--- src/rtl/synth_ctl_pkg.sv ---
package synth_ctl_pkg;
  localparam int WORD_W = 24;
  localparam int N_W    = 16;
  localparam int R_W    = 10;
  localparam int A_W    = 14;
  localparam int FC_W   = 8;
  localparam int NSEL   = 4;
  localparam int SEL_MAIN = 0;
  localparam int SEL_REF  = 1;
  localparam int SEL_AUX  = 2;
  localparam int SEL_TEST = 3;

  typedef enum logic [1:0] {
    LK_COMB_PP = 2'b00,
    LK_COMB_OD = 2'b01,
    LK_MAIN    = 2'b10,
    LK_AUX     = 2'b11
  } lock_sel_e;

  typedef struct packed {
    logic [1:0]     addr;
    logic           fmod;
    logic [2:0]     frac;
    logic [N_W-1:0] ndiv;
    logic [1:0]     spare;
  } main_word_t;

  typedef struct packed {
    logic [1:0]      addr;
    logic [R_W-1:0]  rdiv;
    logic [1:0]      lsel;
    logic            pwr_main;
    logic            pwr_aux;
    logic [FC_W-1:0] fc;
  } ref_word_t;

  typedef struct packed {
    logic [1:0]     addr;
    logic [A_W-1:0] adiv;
    logic [1:0]     cp;
    logic [2:0]     sm;
    logic [2:0]     sa;
  } aux_word_t;

  typedef struct packed {
    logic [2:0]  addr;
    logic [3:0]  rsv_hi;
    logic        spd_dis;
    logic        spd_force;
    logic [14:0] rsv_lo;
  } test_word_t;

  typedef struct packed {
    logic           fmod;
    logic [2:0]     frac;
    logic [N_W-1:0] ndiv;
  } main_cfg_t;

  typedef struct packed {
    logic [R_W-1:0]  rdiv;
    lock_sel_e       lsel;
    logic            pwr_main;
    logic            pwr_aux;
    logic [FC_W-1:0] fc;
  } ref_cfg_t;

  typedef struct packed {
    logic [A_W-1:0] adiv;
    logic [1:0]     cp;
    logic [2:0]     sm;
    logic [2:0]     sa;
  } aux_cfg_t;

  typedef struct packed {
    logic spd_dis;
    logic spd_force;
  } test_cfg_t;
endpackage

--- src/rtl/synth_shift.sv ---
module synth_shift #(
  parameter int W = 24
) (
  input  logic         clk,
  input  logic         rst_n,
  input  logic         sdata,
  input  logic         sclk,
  input  logic         sstb,
  output logic [W-1:0] word,
  output logic         load
);
  logic         sclk_q, stb_q, shift_en;
  logic [W-1:0] sreg_q, sreg_nx;

  always_comb begin
    shift_en = sclk & ~sclk_q;
    load     = sstb & ~stb_q;
    sreg_nx  = shift_en ? {sdata, sreg_q[W-1:1]} : sreg_q;
  end

  always_ff @(posedge clk or negedge rst_n) begin
    if (!rst_n) begin
      sclk_q <= 1'b0;
      stb_q  <= 1'b0;
      sreg_q <= '0;
    end else begin
      sclk_q <= sclk;
      stb_q  <= sstb;
      sreg_q <= sreg_nx;
    end
  end

  assign word = sreg_q;

  // newest bit lands at the top of the word
  p_msb_entry_r2: assert property (@(posedge clk) disable iff (!rst_n)
    shift_en |=> sreg_q[W-1] == $past(sdata));
  // without a shift edge the register is frozen
  p_shift_hold_r2: assert property (@(posedge clk) disable iff (!rst_n)
    !shift_en |=> $stable(sreg_q));
endmodule

--- src/rtl/synth_word_dec.sv ---
module synth_word_dec
  import synth_ctl_pkg::*;
#(
  parameter int N_MIN = 512,
  parameter int R_MIN = 4,
  parameter int A_MIN = 128
) (
  input  logic [WORD_W-1:0] word,
  output logic [NSEL-1:0]   sel,
  output logic              valid,
  output main_cfg_t         main_o,
  output ref_cfg_t          ref_o,
  output aux_cfg_t          aux_o,
  output test_cfg_t         test_o
);
  localparam logic [N_W-1:0] N_LIM = N_W'(N_MIN);
  localparam logic [R_W-1:0] R_LIM = R_W'(R_MIN);
  localparam logic [A_W-1:0] A_LIM = A_W'(A_MIN);

  main_word_t mw;
  ref_word_t  rw;
  aux_word_t  aw;
  test_word_t tw;

  always_comb begin
    mw = main_word_t'(word);
    rw = ref_word_t'(word);
    aw = aux_word_t'(word);
    tw = test_word_t'(word);
    main_o = '{fmod: mw.fmod, frac: mw.frac, ndiv: mw.ndiv};
    ref_o  = '{rdiv: rw.rdiv, lsel: lock_sel_e'(rw.lsel), pwr_main: rw.pwr_main,
               pwr_aux: rw.pwr_aux, fc: rw.fc};
    aux_o  = '{adiv: aw.adiv, cp: aw.cp, sm: aw.sm, sa: aw.sa};
    test_o = '{spd_dis: tw.spd_dis, spd_force: tw.spd_force};
    sel    = '0;
    valid  = 1'b0;
    case (mw.addr)
      2'b00: begin
        sel[SEL_MAIN] = 1'b1;
        valid = (mw.ndiv >= N_LIM) && (mw.spare == 2'b00);
      end
      2'b01: begin
        sel[SEL_REF] = 1'b1;
        valid = rw.rdiv >= R_LIM;
      end
      2'b10: begin
        sel[SEL_AUX] = 1'b1;
        valid = aw.adiv >= A_LIM;
      end
      default: begin
        if (tw.addr == 3'b110) begin
          sel[SEL_TEST] = 1'b1;
          valid = (tw.rsv_hi == '0) && (tw.rsv_lo == '0);
        end
      end
    endcase
  end
endmodule

--- src/rtl/synth_reg_bank.sv ---
module synth_reg_bank
  import synth_ctl_pkg::*;
#(
  parameter main_cfg_t MAIN_RST = '0,
  parameter ref_cfg_t  REF_RST  = '0,
  parameter aux_cfg_t  AUX_RST  = '0
) (
  input  logic            clk,
  input  logic            rst_n,
  input  logic            load,
  input  logic [NSEL-1:0] sel,
  input  logic            valid,
  input  main_cfg_t       main_i,
  input  ref_cfg_t        ref_i,
  input  aux_cfg_t        aux_i,
  input  test_cfg_t       test_i,
  output main_cfg_t       main_q,
  output ref_cfg_t        ref_q,
  output aux_cfg_t        aux_q,
  output test_cfg_t       test_q,
  output logic            err_q
);
  logic            accept;
  logic [NSEL-1:0] wr_en;
  main_cfg_t       main_nx;
  ref_cfg_t        ref_nx;
  aux_cfg_t        aux_nx;
  test_cfg_t       test_nx;
  logic            err_nx;

  always_comb begin
    accept  = load & valid;
    wr_en   = sel & {NSEL{accept}};
    main_nx = wr_en[SEL_MAIN] ? main_i : main_q;
    ref_nx  = wr_en[SEL_REF]  ? ref_i  : ref_q;
    aux_nx  = wr_en[SEL_AUX]  ? aux_i  : aux_q;
    test_nx = wr_en[SEL_TEST] ? test_i : test_q;
    err_nx  = load ? ~valid : err_q;
  end

  always_ff @(posedge clk or negedge rst_n) begin
    if (!rst_n) begin
      main_q <= MAIN_RST;
      ref_q  <= REF_RST;
      aux_q  <= AUX_RST;
      test_q <= '0;
      err_q  <= 1'b0;
    end else begin
      main_q <= main_nx;
      ref_q  <= ref_nx;
      aux_q  <= aux_nx;
      test_q <= test_nx;
      err_q  <= err_nx;
    end
  end

  // a rejected word leaves all registers untouched and raises the flag
  p_reject_hold_r8: assert property (@(posedge clk) disable iff (!rst_n)
    (load && !valid) |=> ($stable(main_q) && $stable(ref_q) && $stable(aux_q)
                          && $stable(test_q) && err_q));
  // an accepted word clears the flag
  p_accept_clear_r8: assert property (@(posedge clk) disable iff (!rst_n)
    (load && valid) |=> !err_q);
  // no strobe edge, no register change
  p_no_edge_hold_r12: assert property (@(posedge clk) disable iff (!rst_n)
    !load |=> ($stable(main_q) && $stable(ref_q) && $stable(aux_q)
               && $stable(test_q) && $stable(err_q)));
endmodule

--- src/rtl/synth_lock_mux.sv ---
module synth_lock_mux
  import synth_ctl_pkg::*;
(
  input  logic      pol,
  input  logic      pwr_main,
  input  logic      pwr_aux,
  input  lock_sel_e lsel,
  input  logic      lk_main,
  input  logic      lk_aux,
  output logic      main_on,
  output logic      aux_on,
  output logic      lvl,
  output logic      drv
);
  logic comb_lock, picked;

  always_comb begin
    main_on   = pwr_main ^ pol;
    aux_on    = pwr_aux ^ pol;
    comb_lock = (~main_on | lk_main) & (~aux_on | lk_aux);
    case (lsel)
      LK_MAIN: picked = lk_main;
      LK_AUX:  picked = lk_aux;
      default: picked = comb_lock;
    endcase
    lvl = (main_on | aux_on) & picked;
    drv = (lsel == LK_COMB_OD) ? ~lvl : 1'b1;
  end
endmodule

--- src/rtl/synth_ctl_bank.sv ---
module synth_ctl_bank
  import synth_ctl_pkg::*;
#(
  parameter int N_MIN = 512,
  parameter int R_MIN = 4,
  parameter int A_MIN = 128,
  parameter int N_RST = 2000,
  parameter int R_RST = 100,
  parameter int A_RST = 400
) (
  input  logic        clk,
  input  logic        rst_n,
  input  logic        ser_data,
  input  logic        ser_clk,
  input  logic        ser_strobe,
  input  logic        pol_pin,
  input  logic        lock_main,
  input  logic        lock_aux,
  output logic        mod_sel,
  output logic [2:0]  frac_inc,
  output logic [15:0] main_div,
  output logic [9:0]  ref_div,
  output logic [7:0]  comp_code,
  output logic [13:0] aux_div,
  output logic [1:0]  cp_ratio,
  output logic [2:0]  main_cmp,
  output logic [2:0]  aux_cmp,
  output logic        spd_off,
  output logic        spd_on,
  output logic        main_en,
  output logic        aux_en,
  output logic        word_err,
  output logic        lock_level,
  output logic        lock_drive
);
  localparam main_cfg_t MAIN_RST = '{fmod: 1'b0, frac: 3'd0, ndiv: N_W'(N_RST)};
  localparam ref_cfg_t  REF_RST  = '{rdiv: R_W'(R_RST), lsel: LK_COMB_PP,
                                     pwr_main: 1'b0, pwr_aux: 1'b0, fc: '0};
  localparam aux_cfg_t  AUX_RST  = '{adiv: A_W'(A_RST), cp: 2'd0, sm: 3'd0, sa: 3'd0};

  logic rst_s1, rst_int;
  always_ff @(posedge clk or negedge rst_n) begin
    if (!rst_n) begin
      rst_s1  <= 1'b0;
      rst_int <= 1'b0;
    end else begin
      rst_s1  <= 1'b1;
      rst_int <= rst_s1;
    end
  end

  logic [WORD_W-1:0] word;
  logic              load, valid;
  logic [NSEL-1:0]   sel;
  main_cfg_t         main_d, main_q;
  ref_cfg_t          ref_d, ref_q;
  aux_cfg_t          aux_d, aux_q;
  test_cfg_t         test_d, test_q;

  synth_shift #(.W(WORD_W)) u_shift (
    .clk(clk), .rst_n(rst_int), .sdata(ser_data), .sclk(ser_clk),
    .sstb(ser_strobe), .word(word), .load(load)
  );

  synth_word_dec #(.N_MIN(N_MIN), .R_MIN(R_MIN), .A_MIN(A_MIN)) u_dec (
    .word(word), .sel(sel), .valid(valid), .main_o(main_d),
    .ref_o(ref_d), .aux_o(aux_d), .test_o(test_d)
  );

  synth_reg_bank #(.MAIN_RST(MAIN_RST), .REF_RST(REF_RST), .AUX_RST(AUX_RST)) u_regs (
    .clk(clk), .rst_n(rst_int), .load(load), .sel(sel), .valid(valid),
    .main_i(main_d), .ref_i(ref_d), .aux_i(aux_d), .test_i(test_d),
    .main_q(main_q), .ref_q(ref_q), .aux_q(aux_q), .test_q(test_q),
    .err_q(word_err)
  );

  synth_lock_mux u_lock (
    .pol(pol_pin), .pwr_main(ref_q.pwr_main), .pwr_aux(ref_q.pwr_aux),
    .lsel(ref_q.lsel), .lk_main(lock_main), .lk_aux(lock_aux),
    .main_on(main_en), .aux_on(aux_en), .lvl(lock_level), .drv(lock_drive)
  );

  assign mod_sel   = main_q.fmod;
  assign frac_inc  = main_q.frac;
  assign main_div  = main_q.ndiv;
  assign ref_div   = ref_q.rdiv;
  assign comp_code = ref_q.fc;
  assign aux_div   = aux_q.adiv;
  assign cp_ratio  = aux_q.cp;
  assign main_cmp  = aux_q.sm;
  assign aux_cmp   = aux_q.sa;
  assign spd_off   = test_q.spd_dis;
  assign spd_on    = test_q.spd_force;

  // no enabled loop means a low lock pin
  p_off_low_r11: assert property (@(posedge clk) disable iff (!rst_int)
    (!main_en && !aux_en) |-> (!lock_level && lock_drive));
  // open-drain mode releases the pin when the level is high
  p_od_release_r10: assert property (@(posedge clk) disable iff (!rst_int)
    (ref_q.lsel == LK_COMB_OD && lock_level) |-> !lock_drive);
  // a stored main ratio never falls below its minimum
  p_main_floor_r6: assert property (@(posedge clk) disable iff (!rst_int)
    main_div >= N_W'(N_MIN));
  // stored reference and auxiliary ratios stay at or above their minimums
  p_ref_aux_floor_r7: assert property (@(posedge clk) disable iff (!rst_int)
    (ref_div >= R_W'(R_MIN)) && (aux_div >= A_W'(A_MIN)));
endmodule

--- config.mk ---
export PLATFORM = sky130hd
export DESIGN_NAME = synth_ctl_bank
export DESIGN_NICKNAME = d
export VERILOG_FILES = /design/src/rtl/synth_ctl_pkg.sv /design/src/rtl/synth_shift.sv /design/src/rtl/synth_word_dec.sv /design/src/rtl/synth_reg_bank.sv /design/src/rtl/synth_lock_mux.sv /design/src/rtl/synth_ctl_bank.sv
export SDC_FILE = /design/constraint.sdc
export NUM_CORES = 1
export LEC_CHECK = 0
export ABC_CLOCK_PERIOD_IN_PS = 4200
export BUFFER_PORTS_ARGS = -buffer_cell sky130_fd_sc_hd__buf_2
export CAP_MARGIN = 15
export CORE_MARGIN = 2
export CORE_UTILIZATION = 33
export DETAILED_ROUTE_END_ITERATION = 7
export HOLD_SLACK_MARGIN = 0.12
export REMOVE_ABC_BUFFERS = 1
export SLEW_MARGIN = 20
export SYNTH_ARGS = -nofsm -noshare
export SYNTH_HDL_FRONTEND = slang
export SYNTH_SLANG_ARGS = --single-unit
export TNS_END_PERCENT = 1
--- constraint.sdc ---
create_clock -name clk -period 4.2 [get_ports clk]
set_clock_uncertainty 0.2 [all_clocks]
set_input_delay 0.84 -clock clk [delete_from_list [all_inputs] [get_ports clk]]
set_output_delay 0.84 -clock clk [all_outputs]
set_load 0.01 [all_outputs]
==> out/results.ini <==
[run_status]
outcome=finished, final reports clean

[clock_tree]
cts_hold_buf=1
root_buffer=clkbuf_16
cts_setup_buffers=0
clk_latency_ns=0.34
cts.sinks=95
cts_max_path_buffers=2
cts_resized=0
htreeDepth=3
clkTransAtPathRegs_ns=0.07
cts_buffers=9
cts_tree=yes

[sta]
fmax_mhz=339
tns_ns=0
fin_ws_ns=1.25
hold_violations=0
min_period_ns=2.95
rsz0062_at_grt=false
max_slew.worst_pin.slew_ns=1.06
setup_violations=0
relSlewSlack_pct=28.9
slew_violations=0
period_share_pct=70.2

[drt]
final_antenna_net_count=0
num_vias=2197
drtIter0Drc=76
drc=0
firstDrtPassIters=4
viasPerCell=4.45
routed_wl_mm=8.02
drt-wirelength-per-cell_um=16.2

[die]
die_h_um=117
io_pins=75
die_x_um=117
coreArea_um2=12500
initial_core_util_pct=33.6
dieArea_um2=13700
rows=41

[synth]
yosys_warnings=0
yosysSeqAreaShare_pct=56.8
async_flop_share_pct=100
synthCells=255
synthTopCellsByArea=dfrtp_1, mux2_4, dfstp_2
ys_seq_elements=95
syn_area_per_cell_um2=16.5
synth_top_area_share_pct=49.3
synth_edf_count=0
synth_area_um2=4210
synth_cell_type_count=37
ys.flop_type=dfrtp_1
yosys.area.top_type=dfrtp_1

[layout]
diodes=0
final_area_um2=4910
syn2layout_area_growth_pct=16.6
fin_nets=325
drive_gt1_share_pct=61.5
stdcell_count=494
final_util_pct=39.2

[power_and_ir_drop]
pwr-share-comb_pct=25.0
power_density_nw_per_um2=610
p_clk_share_pct=27.1
sw_frac_of_total_pct=30.3
power_frac_seq_pct=47.9
p_leak_uw=0.00257
power.switching_uw=907
p_int_uw=2090
ir_drop_v=0.000235

[critical_path]
critPathArrivalTime_ns=2.97
critPathKind=reg -> reg
cp_max_fo=22
crit_path_start_kind=register
cp.required_ns=4.23
cp-end-kind=register

[place]
placedCellCount=476
io_buffers=74
place_ws_ns=1.20
gp_congestion=0.766
place_area_um2=4570
dp_hpwl_mm=5.30

[global_routing]
grt.met3_usage_pct=4.94
grt_pass1_vias=2273
antenna_found_initial=0
grt_usage_pct=12.5
grt_overflow=0
met2_usage_pct=18.9
grt_pass1_wl_mm=12.6
busiest_layer=met2
grt_use_met1_pct=16.9
grt_max_degree=52

[run]
drv_cap=0

[hold_path]
hp-class=reg -> reg

[sequential cells by signal (all words and copies together) (netlist names)]
signal,flops
u_regs.main_q,20
u_regs.test_q,2
rst_int,1
rst_s1,1
u_shift.stb_q,1
u_regs.aux_q,22
u_regs.err_q,1
u_shift.word,24
u_shift.sclk_q,1
u_regs.ref_q,22
[synth_stat cells (2+ instances only)]
library cell  instances
nand2b_1              3
nor4b_1               2
mux2_1                6
buf_6                 2
clkbuf_1              3
dfrtp_1              83
dfstp_2              12
nor4_1                2
nor2_1                6
buf_12                4
mux2_4               60
mux2_2               24
nor3_1                2
o21ai_4               2
xor2_1                2
nor2b_1               3
buf_4                18
nand2_1               2
[placed cells by master (no fill, tap or decap), types with 3 or more instances in the layout]
master | Yosys | layout
mux2_4 | 60 | 60
nand2b_1 | 3 | 3
dfstp_2 | 12 | 12
nor2_1 | 6 | 6
clkbuf_16 | 0 | 9
nor2b_1 | 3 | 3
o21ai_4 | 2 | 3
mux2_1 | 6 | 6
mux2_2 | 24 | 24
buf_4 | 18 | 3
clkinv_2 | 0 | 3
dfrtp_1 | 83 | 82
buf_2 | 1 | 74
[worst max-delay path, stage by stage, from the launching register on]
cell,delay (ns)
dfrtp_1,0.47
or4_1,0.57
o221ai_2,0.22
a211oi_4,0.11
o21ai_4,0.87
mux2_1,0.39
[power groups by stage]
stage | Combinational (uW) | Sequential [uW] | Clock (uW)
finish | 749 | 1430 | 812
global placement | 743 | 1440 | 0
floorplan | 436 | 1460 | 0
CTS | 757 | 1440 | 834
global route | 813 | 1480 | 879
detailed placement | 751 | 1450 | 0
[per-layer routing]
| metal | share of wire (%) | up-vias |
|---|---|---|
| met2 | 46 | 53 |
| li1 | - | 1006 |
| met1 | 48 | 1129 |
| met5 | 0 | - |
| met3 | 5.2 | 9 |
| met4 | 1.1 | 0 |
[worst paths after layout]
| check | startpoint | endpoint | slack [ns] | cells after the start |
|---|---|---|---|---|
| min | rst_s1$_DFF_PN0_ | rst_int$_DFF_PN0_ | 0.15 | 0 |
| min in group asynchronous | rst_int$_DFF_PN0_ | u_shift.sclk_q$_DFF_PN0_ | 0.17 | 0 |
| max reg2reg | u_shift.word[16]$_DFFE_PN0P_ | u_regs.ref_q[12]$_DFFE_PN0P_ | 1.25 | 5 |
| max | u_shift.word[16]$_DFFE_PN0P_ | u_regs.ref_q[12]$_DFFE_PN0P_ | 1.25 | 5 |
| max in group asynchronous | rst_int$_DFF_PN0_ | u_regs.main_q[9]$_DFFE_PN1P_ | 2.64 | 1 |
| min reg2reg | rst_s1$_DFF_PN0_ | rst_int$_DFF_PN0_ | 0.15 | 0 |
[cell type report]
| cell class | instances | area, um2 |
|---|---|---|
| clock inverter | 7 | 71.3 |
| sequential | 95 | 2400 |
| tap | 172 | 215 |
| clock buffer | 9 | 225 |
| multi-input combinational | 132 | 1570 |
| timing repair buffer | 79 | 430 |
| fill | 1218 | 7610 |
[through the flow]
| step | hold slack, ns | power (uW) |
|---|---|---|
| after floorplan | 0.131 | 1890 |
| after CTS | 0.152 | 3030 |
| after global routing | 0.165 | 3170 |
| after detailed placement | 0.137 | 2200 |
| final | 0.149 | 2990 |
| after global placement | 0.136 | 2190 |
[kinds of logic (layout without fill, tap and decap cells)]
family / count (synthesis) / after routing / share of synthesized area, %
compound gates: 12 / 12 / 3.06
xor+xnor: 2 / 2 / 0.416
buf+inv: 28 / 95 / 6.03
flops: 95 / 95 / 56.8
mux: 91 / 91 / 29.7
other cells: 1 / 1 / 0.0891
simple gates: 26 / 26 / 3.89
No activity file was read; power rests on OpenSTA's default activity.
